===== config.mk =====
export PLATFORM = sky130hd
export DESIGN_NAME = pfd_top
export DESIGN_NICKNAME = d
export VERILOG_FILES = /design/src/rtl/pfd_pkg.sv /design/src/rtl/pfd_edge_sync.sv /design/src/rtl/pfd_core.sv /design/src/rtl/pfd_drive.sv /design/src/rtl/pfd_top.sv
export SDC_FILE = /design/constraint.sdc
export NUM_CORES = 1
export LEC_CHECK = 0
export BUFFER_PORTS_ARGS = -buffer_cell sky130_fd_sc_hd__buf_2
export CORE_AREA = 2 2 39 41
export DETAILED_ROUTE_END_ITERATION = 7
export DIE_AREA = 0 0 41 43
export MAX_ROUTING_LAYER = met4
export PLACE_DENSITY = 0.48
export SKIP_LAST_GASP = 1
export SYNTH_ARGS = -nofsm -noshare
export SYNTH_HDL_FRONTEND = slang
export SYNTH_HIERARCHICAL = 1
export SYNTH_SLANG_ARGS = --single-unit
export TNS_END_PERCENT = 30

===== constraint.sdc =====
create_clock -name clk -period 0.9 [get_ports clk]
set_input_delay 0.225 -clock clk [delete_from_list [all_inputs] [get_ports clk]]
set_output_delay 0.225 -clock clk [all_outputs]
set_load 0.02 [all_outputs]

===== src/rtl/pfd_pkg.sv =====
package pfd_pkg;

    // Detector memory: which input's rising edge is waiting for its partner.
    typedef enum logic [1:0] {
        PD_NEUTRAL = 2'b00,
        PD_PUMP_UP = 2'b01,
        PD_PUMP_DN = 2'b10
    } pd_state_e;

    // Number of inputs handled by the front end (reference, feedback).
    localparam int PD_NUM_IN  = 2;
    localparam int PD_IDX_SIG = 0;
    localparam int PD_IDX_CMP = 1;

endpackage


===== src/rtl/pfd_edge_sync.sv =====
module pfd_edge_sync #(
    parameter int STAGES = 2
) (
    input  logic clk,
    input  logic rst,
    input  logic din,
    output logic rise
);

    localparam int TOP = STAGES - 1;

    typedef struct packed {
        logic [TOP:0] pipe;
        logic         last;
    } edge_st_t;

    edge_st_t st_d, st_q;

    always_comb begin
        st_d      = st_q;
        st_d.pipe = {st_q.pipe[TOP-1:0], din};
        st_d.last = st_q.pipe[TOP];
    end

    always_ff @(posedge clk) begin
        if (rst) st_q <= '0;
        else     st_q <= st_d;
    end

    assign rise = st_q.pipe[TOP] & ~st_q.last;

    // A detected edge is a single-cycle pulse, whatever the input high time.
    AST_RISE_SINGLE: assert property (@(posedge clk) disable iff (rst)
        rise |=> !rise);

endmodule


===== src/rtl/pfd_core.sv =====
module pfd_core
    import pfd_pkg::*;
(
    input  logic      clk,
    input  logic      rst,
    input  logic      sig_rise,
    input  logic      cmp_rise,
    output pd_state_e state
);

    typedef struct packed {
        pd_state_e st;
    } core_st_t;

    core_st_t core_d, core_q;

    always_comb begin
        core_d = core_q;
        unique case (core_q.st)
            PD_NEUTRAL: begin
                if (sig_rise && !cmp_rise)      core_d.st = PD_PUMP_UP;
                else if (cmp_rise && !sig_rise) core_d.st = PD_PUMP_DN;
                else                            core_d.st = PD_NEUTRAL;
            end
            PD_PUMP_UP: begin
                if (cmp_rise) core_d.st = PD_NEUTRAL;
            end
            PD_PUMP_DN: begin
                if (sig_rise) core_d.st = PD_NEUTRAL;
            end
            default: core_d.st = PD_NEUTRAL;
        endcase
    end

    always_ff @(posedge clk) begin
        if (rst) core_q.st <= PD_NEUTRAL;
        else     core_q    <= core_d;
    end

    assign state = core_q.st;

    AST_UP_RELEASE: assert property (@(posedge clk) disable iff (rst)
        (state == PD_PUMP_UP && cmp_rise) |=> (state == PD_NEUTRAL));
    AST_DN_RELEASE: assert property (@(posedge clk) disable iff (rst)
        (state == PD_PUMP_DN && sig_rise) |=> (state == PD_NEUTRAL));
    AST_CANCEL: assert property (@(posedge clk) disable iff (rst)
        (state == PD_NEUTRAL && sig_rise && cmp_rise) |=> (state == PD_NEUTRAL));
    AST_UP_MEMORY: assert property (@(posedge clk) disable iff (rst)
        (state == PD_PUMP_UP && !cmp_rise) |=> (state == PD_PUMP_UP));
    AST_IDLE_HOLD: assert property (@(posedge clk) disable iff (rst)
        (state == PD_NEUTRAL && !sig_rise && !cmp_rise) |=> (state == PD_NEUTRAL));

endmodule


===== src/rtl/pfd_drive.sv =====
module pfd_drive
    import pfd_pkg::*;
(
    input  logic      clk,
    input  logic      rst,
    input  pd_state_e state,
    output logic      up_en,
    output logic      dn_en,
    output logic      drv_oe,
    output logic      drv_val,
    output logic      lock
);

    typedef struct packed {
        logic up;
        logic dn;
        logic oe;
        logic val;
        logic lk;
    } drv_t;

    drv_t drv_d;

    always_comb begin
        drv_d     = '0;
        drv_d.up  = (state == PD_PUMP_UP);
        drv_d.dn  = (state == PD_PUMP_DN);
        drv_d.oe  = drv_d.up | drv_d.dn;
        drv_d.val = drv_d.up;
        drv_d.lk  = ~drv_d.oe;
    end

    assign up_en   = drv_d.up;
    assign dn_en   = drv_d.dn;
    assign drv_oe  = drv_d.oe;
    assign drv_val = drv_d.val;
    assign lock    = drv_d.lk;

    AST_DRV_EXCL: assert property (@(posedge clk) disable iff (rst)
        $onehot0({up_en, dn_en}));

endmodule


===== src/rtl/pfd_top.sv =====
module pfd_top
    import pfd_pkg::*;
#(
    parameter int SYNC_STAGES = 2
) (
    input  logic clk,
    input  logic rst,
    input  logic sig_in,
    input  logic cmp_in,
    output logic up_en,
    output logic dn_en,
    output logic drv_oe,
    output logic drv_val,
    output logic lock
);

    logic [PD_NUM_IN-1:0] raw_in;
    logic [PD_NUM_IN-1:0] rise_vec;
    pd_state_e            state;

    assign raw_in[PD_IDX_SIG] = sig_in;
    assign raw_in[PD_IDX_CMP] = cmp_in;

    for (genvar g = 0; g < PD_NUM_IN; g++) begin : g_front
        pfd_edge_sync #(.STAGES(SYNC_STAGES)) u_edge (
            .clk  (clk),
            .rst  (rst),
            .din  (raw_in[g]),
            .rise (rise_vec[g])
        );
    end

    pfd_core u_core (
        .clk      (clk),
        .rst      (rst),
        .sig_rise (rise_vec[PD_IDX_SIG]),
        .cmp_rise (rise_vec[PD_IDX_CMP]),
        .state    (state)
    );

    pfd_drive u_drive (
        .clk     (clk),
        .rst     (rst),
        .state   (state),
        .up_en   (up_en),
        .dn_en   (dn_en),
        .drv_oe  (drv_oe),
        .drv_val (drv_val),
        .lock    (lock)
    );

    AST_LOCK_FLOAT: assert property (@(posedge clk) disable iff (rst)
        lock |-> (!up_en && !dn_en));

endmodule


==> results by group <==
Worst setup path
  • CP endpoint: drv_oe
  • Setup Crit Path Kind: flip-flop to output pin
  • Cell count along the critical path: 4
  • Reg-to-Reg End: u_core/state[1]$_SDFFE_PP0P_
  • R2R setup slack: approximately 50 ps
  • Critical path, cell by cell: inv_2 > ha_4 > inv_4 > buf_6
  • Critical Path Start Type: flip-flop
  • Cells on worst reg2reg path: 2
  • Worst EP arrival: 1050 ps
  • Critical Path Sink Type: output pin
  • Crit path launch: u_core/state[0]$_SDFFE_PP0P_
  • CP Max Fanout: 2
  • CP required: roughly 670 ps
  • Critical path buffers and inverters: 3
  • CP max-delay cell: dfxtp_4
  • Worst path max stage delay: 340 ps
  • FF-to-FF Start: u_core/state[0]$_SDFFE_PP0P_
  • Kind of cell adding the most delay to the critical path: flip-flops

Logic synthesis
  • Cell area after synthesis: about 280 µm²
  • Syn_nets: 32
  • Synth Instances: 26
  • Sequential share of the synthesized area: 57.4%
  • Synth Warn #: 6
  • Post-synth top area share: 57.4%
  • Mean cell area of the mapped netlist: about 11 µm²
  • Post-synthesis cell type count: 8
  • Dominant cell type by area after synthesis: dfxtp_1
  • Yosys reg bits: 8
  • Top post-synthesis cells by area: dfxtp_1, nor2b_1, ha_1

Clocking
  • CTS Sinks: 8
  • CTS tree: built
  • Clk buf depth: 2
  • Setup bufs post-CTS: 0
  • Worst-Skew Late Latency: roughly 250 ps
  • Number of H-tree levels: 1
  • Clock slew at reported path FFs: 50 ps
  • Root Driver: clkbuf_4
  • TritonCTS Buffers: 3

Drt
  • Antenna viol nets, final: 0
  • Final WL: about 440 µm
  • DR pass1 iterations: 2
  • Initial drt markers: 1
  • Drc violations: 0
  • Via count: 203
  • Wire per inst: 7.96 µm
  • Post-DR vias/cell: between 3 and 4

STA
  • Setup WS post-layout: -370 ps
  • Hold WS: 180 ps
  • Setup Viol. Count Final: 5
  • Pins Over Slew Limit: 0
  • Final Hold Fails: 0
  • Measured slew at the worst slew-check pin: 219 ps
  • Tmin final: 1270 ps
  • Slew HR: 85.3%
  • RSZ-0062 raised after global routing: true
  • Final Cycle Share: 141%
  • TNS Setup: -1670 ps
  • Highest clock rate: 787 MHz
  • Worst Skew: 4.09 ps

Pwr
  • Net Sw Frac: 22.8%
  • Switching pwr: 173 µW
  • Maximum VDD drop: 655 µV
  • Seq pwr share: 49.4%
  • Cell Pwr Density: 1830 mW/mm²
  • Clock Power Share: a little under two fifths
  • Pwr Total: 759 µW
  • Int Power: just under 600 µW
  • Leakage Power: 0.180 nW
  • Gate power share: 12.9%

Die
  • Number of core rows: 14
  • Placeable Area: roughly 0.0014 mm²
  • Die area: between 0.0015 and 0.002 mm²
  • I/O Pins: 9
  • Starting density of the core: 20.2%
  • Chip width: 41 µm
  • Die Y: 43 µm

Worst hold path
  • Hold WC Path Type: primary input to flip-flop

Layout
  • Filler cells: 156
  • Layout cells sized above 1: about 54%
  • Fin util: approximately 30%
  • # diodes: 0
  • Nets@finish: 46
  • Area growth syn-to-layout: 48.4%

Global route
  • First-pass GRT wire length: 765 µm
  • Number of global-route vias before repair: 206
  • Initial antenna violation count: 0
  • Global route total overflow: 0
  • Overall Global Routing Usage: 7.65%
  • Largest net degree at the start of global routing: 9

Placement
  • RePlAce Congestion: 0.617
  • Pre-CTS setup slack: -132 ps
  • DP Wirelength: 338 µm
  • Port Buf Inserts: 8

Outcome
  • Failing checks: setup timing
  • Status: finished, violations left

Run
  • MaxCap Viol Count: 0
sequential cells by signal, indices dropped and copies added (netlist names):
register and cells:
g_front.u_edge/st_d 4, g_front.u_edge/st_q 2, u_core/state 2
kinds of logic after synthesis:
logic type	synth area share [%]
flops	57.4
buf+inv	6.73
fa+ha+maj	8.97
simple gates	26.9
Yosys cell counts:
| library cell | number |
|---|---|
| nor4_1 | 2 |
| nor2b_2 | 2 |
| ha_1 | 2 |
| nor2_1 | 2 |
| buf_4 | 1 |
| nor2b_1 | 6 |
| dfxtp_1 | 8 |
| inv_1 | 3 |
how the worst min path moves through the flow:
stage	cells after the start	slack [ps]	end	startpoint
6_report	2	180	g_front[0].u_edge/st_d[2]$_SDFF_PP0_	sig_in
5_1_grt	2	190	g_front[0].u_edge/st_d[2]$_SDFF_PP0_	sig_in
4_1_cts	2	170	g_front[0].u_edge/st_d[2]$_SDFF_PP0_	sig_in
3_5_place_dp	1	430	g_front[0].u_edge/st_d[0]$_SDFF_PP0_	g_front[0].u_edge/st_d[2]$_SDFF_PP0_
3_3_place_gp	1	420	g_front[0].u_edge/st_d[0]$_SDFF_PP0_	g_front[0].u_edge/st_d[2]$_SDFF_PP0_
2_1_floorplan	1	290	u_core/state[0]$_SDFFE_PP0P_	rst
per-layer routing:
metal / vias up / global-route usage [%] / part of all wire, %
met4: 0 / 10.0 / 0
met5: - / - / 0
met2: 9 / 9.06 / 48
li1: 106 / - / -
met1: 88 / 6.86 / 42
met3: 0 / 4.71 / 11
cells in the final DEF (no fill, tap or decap), drive strengths merged:
master,synthesis,routed
buf,1,10
inv,3,3
nor4,2,2
nor2b,8,8
clkbuf,0,4
ha,2,2
dfxtp,8,8
nor2,2,2
cell type report:
| class | instances | area (µm²) | area share (%) |
|---|---|---|---|
| sequential | 8 | 165 | 39.9 |
| clock buffer | 4 | 26.3 | 6.34 |
| timing repair buffer | 10 | 63.8 | 15.4 |
| multi-input combinational | 14 | 125 | 30.2 |
| inverter | 3 | 13.8 | 3.32 |
| tap | 16 | 20.0 | 4.83 |
per-stage QoR:
step                area (µm²)  std cells
floorplan                  312         26
global placement           379         51
detailed placement         379         51
CTS                        414         55
global route               414         55
finish                     414         55
power by group through the flow:
| stage | logic [mW] | registers [mW] | clock network (mW) |
|---|---|---|---|
| final | 0.0978 | 0.375 | 0.286 |
| after global routing | 0.109 | 0.377 | 0.339 |
| after CTS | 0.100 | 0.376 | 0.303 |
| after detailed placement | 0.0911 | 0.383 | 0 |
| after global placement | 0.0874 | 0.383 | 0 |
| after floorplan | 0.0649 | 0.384 | 0 |
worst register-to-register path: stages (launching register included):
cell	delay (ps)
dfxtp_4	340
buf_4	140
nor4_1	260
repair_timing:
item / CTS / global route
setup endpoints to repair: 5 / 5
pin swaps: 1 / 0
resized for setup: 3 / 0
hold buffers: 0 / 0
(Power assumes the default switching activity.)
